[config.mk]
export PLATFORM = sky130hd
export DESIGN_NAME = crc_serial_unit
export DESIGN_NICKNAME = d
export VERILOG_FILES = /design/src/rtl/crc_pkg.sv /design/src/rtl/crc_ctrl.sv /design/src/rtl/crc_datapath.sv /design/src/rtl/crc_serial_unit.sv
export SDC_FILE = /design/constraint.sdc
export NUM_CORES = 1
export LEC_CHECK = 0
export BUFFER_PORTS_ARGS = -buffer_cell sky130_fd_sc_hd__clkbuf_2
export CAP_MARGIN = 30
export CORE_MARGIN = 4
export CORE_UTILIZATION = 56
export CTS_CLUSTER_SIZE = 10
export DETAILED_ROUTE_END_ITERATION = 10
export PLACE_DENSITY = 0.76
export SETUP_SLACK_MARGIN = 0.3
export SYNTH_ARGS = -nofsm -noshare
export SYNTH_HDL_FRONTEND = slang
export SYNTH_SLANG_ARGS = --single-unit
[constraint.sdc]
create_clock -name clk -period 2.8 [get_ports clk]
set_input_delay 0.28 -clock clk [delete_from_list [all_inputs] [get_ports clk]]
set_output_delay 0.28 -clock clk [all_outputs]
set_load 0.01 [all_outputs]
[src/rtl/crc_pkg.sv]
package crc_pkg;

  typedef enum logic [1:0] {
    PhAddr = 2'd0,
    PhBody = 2'd1,
    PhCrc  = 2'd2,
    PhNone = 2'd3
  } phase_e;

  // Strobes from control to datapath
  typedef struct packed {
    logic load;    // open a packet, load init
    logic absorb;  // fold one data bit into the remainder
    logic shift;   // CRC-phase bit: plain shift of the remainder
    logic rxBit;   // CRC-phase bit in receive direction
    logic finish;  // last CRC bit in receive direction
  } crc_ctl_t;

endpackage

[src/rtl/crc_ctrl.sv]
module crc_ctrl
  import crc_pkg::*;
#(
  parameter int unsigned MaxBytes = 3
) (
  input  logic                               clk,
  input  logic                               rstN,
  input  logic                               startStb,
  input  logic                               bitValid,
  input  logic [1:0]                         bitPhase,
  input  logic                               cfgRxMode,
  input  logic [$clog2(MaxBytes+1)-1:0]      cfgLen,
  input  logic                               cfgSkipAddr,
  input  logic                               cmpFail,
  output crc_ctl_t                           ctl,
  output logic [$clog2(MaxBytes+1)-1:0]      lenQ,
  output logic [$clog2(MaxBytes+1)-1:0]      lenNext,
  output logic                               crcOutEn,
  output logic                               okPulse,
  output logic                               errPulse,
  output logic                               statusQ
);

  localparam int unsigned CrcW = 8 * MaxBytes;
  localparam int unsigned LenW = $clog2(MaxBytes + 1);
  localparam int unsigned CntW = $clog2(CrcW + 1);

  logic            skipQ;
  logic            rxQ;
  logic            doneQ;
  logic [CntW-1:0] bitCnt;
  logic [CntW-1:0] activeW;
  logic            crcOn;
  logic            inCrc;
  logic            lastBit;
  phase_e          ph;

  assign ph      = phase_e'(bitPhase);
  assign lenNext = (cfgLen > LenW'(MaxBytes)) ? LenW'(MaxBytes) : cfgLen;
  assign activeW = CntW'(lenQ) << 3;
  assign crcOn   = (lenQ != '0);
  assign inCrc   = (ph == PhCrc) && crcOn && !doneQ;
  assign lastBit = (bitCnt == activeW - CntW'(1));
  assign crcOutEn = inCrc && !rxQ;

  always_comb begin
    ctl        = '0;
    ctl.load   = startStb;
    ctl.absorb = bitValid && !startStb && crcOn &&
                 ((ph == PhBody) || ((ph == PhAddr) && !skipQ));
    ctl.shift  = bitValid && inCrc;
    ctl.rxBit  = bitValid && inCrc && rxQ;
    ctl.finish = bitValid && inCrc && rxQ && lastBit;
  end

  always_ff @(posedge clk or negedge rstN) begin
    if (!rstN) begin
      lenQ   <= '0;
      skipQ  <= 1'b0;
      rxQ    <= 1'b0;
      doneQ  <= 1'b0;
      bitCnt <= '0;
    end else if (startStb) begin
      lenQ   <= lenNext;
      skipQ  <= cfgSkipAddr;
      rxQ    <= cfgRxMode;
      doneQ  <= 1'b0;
      bitCnt <= '0;
    end else if (ctl.shift) begin
      bitCnt <= bitCnt + CntW'(1);
      if (lastBit) doneQ <= 1'b1;
    end
  end

  always_ff @(posedge clk or negedge rstN) begin
    if (!rstN) begin
      okPulse  <= 1'b0;
      errPulse <= 1'b0;
      statusQ  <= 1'b0;
    end else begin
      okPulse  <= ctl.finish && !cmpFail;
      errPulse <= ctl.finish && cmpFail;
      if (ctl.finish) statusQ <= !cmpFail;
    end
  end

  // never both results at once
  p_one_result_r7: assert property (@(posedge clk) disable iff (!rstN)
    !(okPulse && errPulse));

  // results only follow a receive-direction packet
  p_rx_only_r7: assert property (@(posedge clk) disable iff (!rstN)
    (okPulse || errPulse) |-> $past(rxQ));

  // status agrees with the pulse that set it
  p_status_ok_r8: assert property (@(posedge clk) disable iff (!rstN)
    okPulse |-> statusQ);
  p_status_err_r8: assert property (@(posedge clk) disable iff (!rstN)
    errPulse |-> !statusQ);

  // bit counter never passes the active width
  p_cnt_bound_r12: assert property (@(posedge clk) disable iff (!rstN)
    bitCnt <= activeW);

  // a disabled check never produces a result
  p_disabled_quiet_r1: assert property (@(posedge clk) disable iff (!rstN)
    (lenQ == '0) |=> !(okPulse || errPulse));

endmodule

[src/rtl/crc_datapath.sv]
module crc_datapath
  import crc_pkg::*;
#(
  parameter int unsigned MaxBytes = 3
) (
  input  logic                               clk,
  input  logic                               rstN,
  input  crc_ctl_t                           ctl,
  input  logic [8*MaxBytes-1:0]              cfgPoly,
  input  logic [8*MaxBytes-1:0]              cfgInit,
  input  logic [$clog2(MaxBytes+1)-1:0]      lenQ,
  input  logic [$clog2(MaxBytes+1)-1:0]      lenNext,
  input  logic                               crcOutEn,
  input  logic                               dataIn,
  output logic                               crcBitOut,
  output logic                               cmpFail,
  output logic [8*MaxBytes-1:0]              rxCapture
);

  localparam int unsigned CrcW = 8 * MaxBytes;

  logic [CrcW-1:0] polyQ;
  logic [CrcW-1:0] crcQ;
  logic [CrcW-1:0] rxShiftQ;
  logic [CrcW-1:0] captQ;
  logic            errAccQ;

  logic [CrcW-1:0] absorbVec [0:MaxBytes];
  logic [CrcW-1:0] shiftVec  [0:MaxBytes];
  logic [CrcW-1:0] initVec   [0:MaxBytes];
  logic [CrcW-1:0] maskVec   [0:MaxBytes];
  logic            msbVec    [0:MaxBytes];

  // One remainder variant per selectable width
  for (genvar g = 0; g <= MaxBytes; g++) begin : g_len
    if (g == 0) begin : g_off
      assign absorbVec[g] = '0;
      assign shiftVec[g]  = '0;
      assign initVec[g]   = '0;
      assign maskVec[g]   = '0;
      assign msbVec[g]    = 1'b0;
    end else begin : g_on
      localparam int unsigned W = 8 * g;
      localparam logic [CrcW:0] MFull = ((CrcW+1)'(1) << W) - (CrcW+1)'(1);
      logic fb;
      assign fb           = crcQ[W-1] ^ dataIn;
      assign absorbVec[g] = CrcW'({crcQ[W-2:0], 1'b0} ^ (fb ? polyQ[W-1:0] : W'(0)));
      assign shiftVec[g]  = CrcW'({crcQ[W-2:0], 1'b0});
      assign initVec[g]   = CrcW'(cfgInit[W-1:0]);
      assign maskVec[g]   = MFull[CrcW-1:0];
      assign msbVec[g]    = crcQ[W-1];
    end
  end

  logic            crcMsb;
  logic [CrcW-1:0] curMask;
  assign crcMsb    = msbVec[lenQ];
  assign curMask   = maskVec[lenQ];
  assign cmpFail   = errAccQ | (dataIn ^ crcMsb);
  assign crcBitOut = crcOutEn & crcMsb;
  assign rxCapture = captQ;

  always_ff @(posedge clk or negedge rstN) begin
    if (!rstN) begin
      polyQ <= '0;
      crcQ  <= '0;
    end else if (ctl.load) begin
      polyQ <= cfgPoly | CrcW'(1);
      crcQ  <= initVec[lenNext];
    end else if (ctl.absorb) begin
      crcQ  <= absorbVec[lenQ];
    end else if (ctl.shift) begin
      crcQ  <= shiftVec[lenQ];
    end
  end

  always_ff @(posedge clk or negedge rstN) begin
    if (!rstN) begin
      errAccQ  <= 1'b0;
      rxShiftQ <= '0;
    end else if (ctl.load) begin
      errAccQ  <= 1'b0;
      rxShiftQ <= '0;
    end else if (ctl.rxBit) begin
      errAccQ  <= cmpFail;
      rxShiftQ <= {rxShiftQ[CrcW-2:0], dataIn};
    end
  end

  always_ff @(posedge clk or negedge rstN) begin
    if (!rstN) captQ <= '0;
    else if (ctl.finish) captQ <= {rxShiftQ[CrcW-2:0], dataIn};
  end

  // no strobe, no change of the remainder
  p_crc_hold_r12: assert property (@(posedge clk) disable iff (!rstN)
    (!ctl.load && !ctl.absorb && !ctl.shift) |=> $stable(crcQ));

  // capture never carries bits above the active width
  p_capt_width_r9: assert property (@(posedge clk) disable iff (!rstN)
    ctl.finish |=> ((captQ & ~$past(curMask)) == '0));

  // no serial output while the check is disabled
  p_out_off_r6: assert property (@(posedge clk) disable iff (!rstN)
    (lenQ == '0) |-> !crcBitOut);

endmodule

[src/rtl/crc_serial_unit.sv]
module crc_serial_unit
  import crc_pkg::*;
#(
  parameter int unsigned MaxBytes = 3
) (
  input  logic                          clk,
  input  logic                          rstN,
  input  logic [8*MaxBytes-1:0]         cfgPoly,
  input  logic [8*MaxBytes-1:0]         cfgInit,
  input  logic [$clog2(MaxBytes+1)-1:0] cfgLen,
  input  logic                          cfgSkipAddr,
  input  logic                          cfgRxMode,
  input  logic                          startStb,
  input  logic                          bitValid,
  input  logic [1:0]                    bitPhase,
  input  logic                          dataIn,
  output logic                          crcBitOut,
  output logic                          crcOkPulse,
  output logic                          crcErrPulse,
  output logic                          crcStatus,
  output logic [8*MaxBytes-1:0]         rxCrcCapture
);

  localparam int unsigned LenW = $clog2(MaxBytes + 1);

  crc_ctl_t        ctl;
  logic [LenW-1:0] lenQ;
  logic [LenW-1:0] lenNext;
  logic            crcOutEn;
  logic            cmpFail;

  crc_ctrl #(.MaxBytes(MaxBytes)) i_ctrl (
    .clk        (clk),
    .rstN       (rstN),
    .startStb   (startStb),
    .bitValid   (bitValid),
    .bitPhase   (bitPhase),
    .cfgRxMode  (cfgRxMode),
    .cfgLen     (cfgLen),
    .cfgSkipAddr(cfgSkipAddr),
    .cmpFail    (cmpFail),
    .ctl        (ctl),
    .lenQ       (lenQ),
    .lenNext    (lenNext),
    .crcOutEn   (crcOutEn),
    .okPulse    (crcOkPulse),
    .errPulse   (crcErrPulse),
    .statusQ    (crcStatus)
  );

  crc_datapath #(.MaxBytes(MaxBytes)) i_datapath (
    .clk      (clk),
    .rstN     (rstN),
    .ctl      (ctl),
    .cfgPoly  (cfgPoly),
    .cfgInit  (cfgInit),
    .lenQ     (lenQ),
    .lenNext  (lenNext),
    .crcOutEn (crcOutEn),
    .dataIn   (dataIn),
    .crcBitOut(crcBitOut),
    .cmpFail  (cmpFail),
    .rxCapture(rxCrcCapture)
  );

endmodule

==> impl_metrics.prom <==
# TYPE chip_impl_metric gauge
chip_impl_metric{name="grtUsageTotal",unit="%"} 21.7
chip_impl_metric{name="cts_setup_buffers",unit=""} 0
chip_impl_info{name="cts.root.buffer_cell",value="sky130_fd_sc_hd__clkbuf_8"} 1
chip_impl_metric{name="layout-drive-gt1-share",unit="%"} 33.2
chip_impl_metric{name="ys_types",unit=""} 43
chip_impl_info{name="grt_setup_unrepaired",value="false"} 1
chip_impl_metric{name="max_slew_margin",unit="%"} 48.0
chip_impl_metric{name="floorplan.die.width",unit="µm"} 102
chip_impl_info{name="ys.flop_type",value="sky130_fd_sc_hd__dfrtp_1"} 1
chip_impl_metric{name="vias_after_detailed_routing",unit=""} 3755
chip_impl_metric{name="first_pass_iters",unit=""} 7
chip_impl_metric{name="arrival_time_reported_for_the_critical_path_endpoint",unit="ps"} 2710
chip_impl_metric{name="worstPathBufferInverterCount",unit=""} 1
chip_impl_metric{name="final_hold_viol_count",unit=""} 0
chip_impl_metric{name="power.ir.vdd_worst",unit="mV"} 0.427
chip_impl_metric{name="grt_start_max_net_pins",unit=""} 61
chip_impl_metric{name="cts_sinks",unit=""} 109
chip_impl_metric{name="dp_slack",unit="ps"} 112
chip_impl_metric{name="io_buffers",unit=""} 85
chip_impl_info{name="worstPathCellList",value="inv_1, ha_1, nand2b_1, or4_4, a211o_4, or3b_1, a32oi_1"} 1
chip_impl_metric{name="critical_path_cell_count",unit=""} 7
chip_impl_metric{name="synth_cells",unit=""} 439
chip_impl_metric{name="synth_enable_flop_cells",unit=""} 0
chip_impl_metric{name="grt_pass1_vias",unit=""} 3680
chip_impl_metric{name="wire_length_of_the_first_global_routing_pass",unit="µm"} 17700
chip_impl_metric{name="final_critical_path_setup_slack",unit="ps"} 381
chip_impl_info{name="worst_r2r_startpoint",value="i_ctrl.lenQ[0]"} 1
chip_impl_info{name="cpLargestDelayFamily",value="simple AND/OR/NAND/NOR gates"} 1
chip_impl_metric{name="ys_seq_elements",unit=""} 109
chip_impl_metric{name="ff2ff_path_depth",unit=""} 7
chip_impl_metric{name="maxCapViolCount",unit=""} 0
chip_impl_info{name="synth.most_common_cell",value="sky130_fd_sc_hd__dfrtp_1"} 1
chip_impl_metric{name="placedCellCount",unit=""} 618
chip_impl_metric{name="route.final.wire_length",unit="µm"} 10900
chip_impl_info{name="yosysTopAreaCell",value="sky130_fd_sc_hd__dfrtp_1"} 1
chip_impl_info{name="yosys-top-cells-area",value="sky130_fd_sc_hd__dfrtp_1 55%, sky130_fd_sc_hd__mux2_2 11%, sky130_fd_sc_hd__a22o_1 4.1%"} 1
chip_impl_metric{name="gp_routability_congestion",unit=""} 0.877
chip_impl_info{name="cpMaxStageDelayCell",value="sky130_fd_sc_hd__or4_4"} 1
chip_impl_metric{name="drt_iter0_drc",unit=""} 345
chip_impl_info{name="synth_common_cells",value="109 x sky130_fd_sc_hd__dfrtp_1, 50 x sky130_fd_sc_hd__mux2_2, 41 x sky130_fd_sc_hd__nor2_1"} 1
chip_impl_metric{name="power",unit="W"} 0.00309
chip_impl_metric{name="dp_hpwl",unit="µm"} 7460
chip_impl_metric{name="worst_pin_slew",unit="ps"} 780
chip_impl_metric{name="synth_warnings",unit=""} 0
chip_impl_metric{name="syn_area_per_cell",unit="µm²"} 11.3
chip_impl_info{name="hold_end",value="i_ctrl.rxQ"} 1
chip_impl_metric{name="timing.hold.worst_path_depth",unit=""} 3
chip_impl_metric{name="reg2reg_slack",unit="ps"} 380
chip_impl_metric{name="clock_path_buffers",unit=""} 2
chip_impl_metric{name="finalSetupViolations",unit=""} 0
chip_impl_metric{name="floorplan.initialDensity",unit="%"} 57.1
chip_impl_metric{name="antenna_violations_before_repair",unit=""} 0
chip_impl_metric{name="tritoncts.num_buffers",unit=""} 9
chip_impl_info{name="reg2reg_to",value="i_datapath.crcQ[7]"} 1
chip_impl_metric{name="htree_num_levels",unit=""} 3
chip_impl_metric{name="post_drt_via_cell_ratio",unit=""} 5.91
chip_impl_metric{name="global_route.overflow_total",unit=""} 0
chip_impl_metric{name="p_leak",unit="nW"} 2.70
chip_impl_info{name="hold_class",value="in2reg"} 1
chip_impl_metric{name="async_flop_share",unit="%"} 100
chip_impl_info{name="hp-start",value="cfgRxMode"} 1
chip_impl_metric{name="clock_insertion_delay_worst_skew",unit="ps"} 370
chip_impl_metric{name="final_core_util",unit="%"} 66.2
chip_impl_metric{name="area_growth",unit="%"} 16.1
chip_impl_metric{name="nets",unit=""} 583
chip_impl_metric{name="fp.dieH",unit="µm"} 102
chip_impl_metric{name="routedWlPerCell",unit="µm"} 17.2
chip_impl_metric{name="cpPeakStageDelay",unit="ps"} 520
chip_impl_metric{name="finalClockSkew",unit="ps"} 15.8
chip_impl_info{name="criticalPathCategory",value="reg2reg"} 1
chip_impl_metric{name="post_layout_nonfiller_instances",unit=""} 635
chip_impl_metric{name="placementRows",unit=""} 34
chip_impl_metric{name="required",unit="ps"} 3090
chip_impl_metric{name="die_area",unit="mm²"} 0.0104
chip_impl_metric{name="syn_nets",unit=""} 500
chip_impl_metric{name="antenna_cells_inserted",unit=""} 0
chip_impl_metric{name="power_per_standard_cell_area",unit="mW/mm²"} 537
chip_impl_metric{name="crit_fanout",unit=""} 8
chip_impl_metric{name="fraction_of_synthesized_cell_area_taken_by_the_top_area_cell_type",unit="%"} 55.1
chip_impl_metric{name="maxClockFrequency",unit="MHz"} 413
chip_impl_info{name="startpoint_kind_of_the_worst_setup_timing_path",value="register"} 1
chip_impl_metric{name="drt_antenna_net_count",unit=""} 0
chip_impl_metric{name="core-area",unit="mm²"} 0.00868
chip_impl_metric{name="seq_area_frac_synth",unit="%"} 55.1
chip_impl_info{name="outcome",value="complete, no violations"} 1
chip_impl_info{name="end_kind",value="register"} 1
chip_impl_info{name="tritoncts",value="yes"} 1
chip_impl_metric{name="final_max_slew_viol_count",unit=""} 0
chip_impl_metric{name="io_pins",unit=""} 87
chip_impl_metric{name="final_min_period_over_clock_period",unit="%"} 86.4
chip_impl_metric{name="clkSlewWorstSetupHoldPaths",unit="ps"} 110
chip_impl_metric{name="post_synth_instance_area",unit="mm²"} 0.00495
chip_impl_metric{name="fin_crit",unit="ps"} 2420
chip_impl_metric{name="finalSetupTns",unit="ps"} 0
chip_impl_metric{name="drc_violations",unit=""} 0
-- power breakdown --
group	internal, W	switching [W]	leakage (nW)
logic	0.000157	0.000208	1.17
registers	0.00165	0.0000698	1.42
clock network	0.000450	0.000547	0.106
-- state kept, by name, summed over array words and instances (netlist names) --
signal                cells
i_ctrl.doneQ              1
i_ctrl.lenQ               2
i_ctrl.statusQ            1
i_ctrl.rxQ                1
i_datapath.crcQ          24
i_ctrl.skipQ              1
i_ctrl.errPulse           1
i_ctrl.bitCnt             5
i_datapath.rxShiftQ      23
i_datapath.polyQ         24
i_datapath.rxCapture     24
i_datapath.errAccQ        1
i_ctrl.okPulse            1
-- cell families (layout without fill, tap and decap cells) --
kind of cell    after synthesis  count (layout)  synth area share (%)
simple gates                131             131                  12.9
flops                       109             109                  55.1
compound gates              105             105                  15.1
mux                          50              50                  11.4
buf+inv                      32             120                  2.83
xor+xnor                     10              10                  2.15
fa+ha+maj                     2               2                 0.505
-- cells in the final DEF, fill, tap and decap left out, types with 2 or more instances in the layout --
| master | count |
|---|---|
| sky130_fd_sc_hd__dfrtp_1 | 109 |
| sky130_fd_sc_hd__clkbuf_2 | 84 |
| sky130_fd_sc_hd__mux2_2 | 50 |
| sky130_fd_sc_hd__nor2_1 | 41 |
| sky130_fd_sc_hd__nand2_1 | 38 |
| sky130_fd_sc_hd__a22o_1 | 23 |
| sky130_fd_sc_hd__a31oi_1 | 22 |
| sky130_fd_sc_hd__a21oi_1 | 19 |
| sky130_fd_sc_hd__a22oi_1 | 16 |
| sky130_fd_sc_hd__nand3_1 | 16 |
| sky130_fd_sc_hd__buf_4 | 12 |
| sky130_fd_sc_hd__clkbuf_8 | 10 |
| sky130_fd_sc_hd__o211ai_1 | 9 |
| sky130_fd_sc_hd__or3b_1 | 7 |
| sky130_fd_sc_hd__o311ai_0 | 6 |
| sky130_fd_sc_hd__inv_1 | 5 |
| sky130_fd_sc_hd__nand2b_1 | 5 |
| sky130_fd_sc_hd__xor2_1 | 5 |
| sky130_fd_sc_hd__xnor2_1 | 4 |
| sky130_fd_sc_hd__nand4_1 | 3 |
| sky130_fd_sc_hd__and2_1 | 3 |
| sky130_fd_sc_hd__clkinv_4 | 3 |
| sky130_fd_sc_hd__nor3_1 | 2 |
| sky130_fd_sc_hd__nor2b_1 | 2 |
| sky130_fd_sc_hd__o21a_1 | 2 |
| sky130_fd_sc_hd__or2_2 | 2 |
| sky130_fd_sc_hd__o21ai_0 | 2 |
| sky130_fd_sc_hd__ha_1 | 2 |
-- through the flow --
step,area (µm²),hold WS (ps)
final,5750,105
after global routing,5750,96.1
after CTS,5730,91.6
after detailed placement,5510,410
after global placement,5510,410
after floorplan,4950,-15.6
-- worst max path at each step --
stage                   start             endpoint  slack (ps)
5_1_grt        i_ctrl.lenQ[1]   i_datapath.crcQ[7]         320
3_3_place_gp   i_ctrl.lenQ[1]   i_datapath.crcQ[8]         220
2_1_floorplan  i_ctrl.lenQ[1]   i_datapath.crcQ[7]         490
6_report       i_ctrl.lenQ[0]   i_datapath.crcQ[7]         380
3_5_place_dp   i_ctrl.lenQ[1]  i_datapath.crcQ[10]         110
4_1_cts        i_ctrl.lenQ[1]  i_datapath.crcQ[18]         330
-- worst register-to-register path, delay by kind of cell (launching register included) --
family	cells	cell delay, ps
AO/OA/AOI/OAI	2	570
flip-flops	1	370
AND/OR/NAND/NOR	3	1110
buffers and inverters	1	70
adder cells (fa/ha/maj)	1	230
-- final cells by class --
cell class,count,area [µm²]
clock buffers,11,141
clock inverters,5,67.6
fillers,698,2930
inverters,6,22.5
multi-input cells,298,2110
flip-flops and latches,109,2730
well taps,108,135
repair buffers,98,541
-- timing repair --
action                                  4_1_cts  5_1_grt
hold endpoints to repair                      3        0
endpoints found under the setup margin       18       42
hold buffers                                  1        0
pin swaps                                     0        0
resized for setup                             1        5
-- per-layer routing --
| layer | part of all wire [%] | GRT usage [%] |
|---|---|---|
| met4 | 1.0 | 6.05 |
| met2 | 47 | 32.8 |
| met5 | 0 | 0 |
| met3 | 7.2 | 4.85 |
| met1 | 45 | 31.7 |
(Power assumes the default switching activity.)
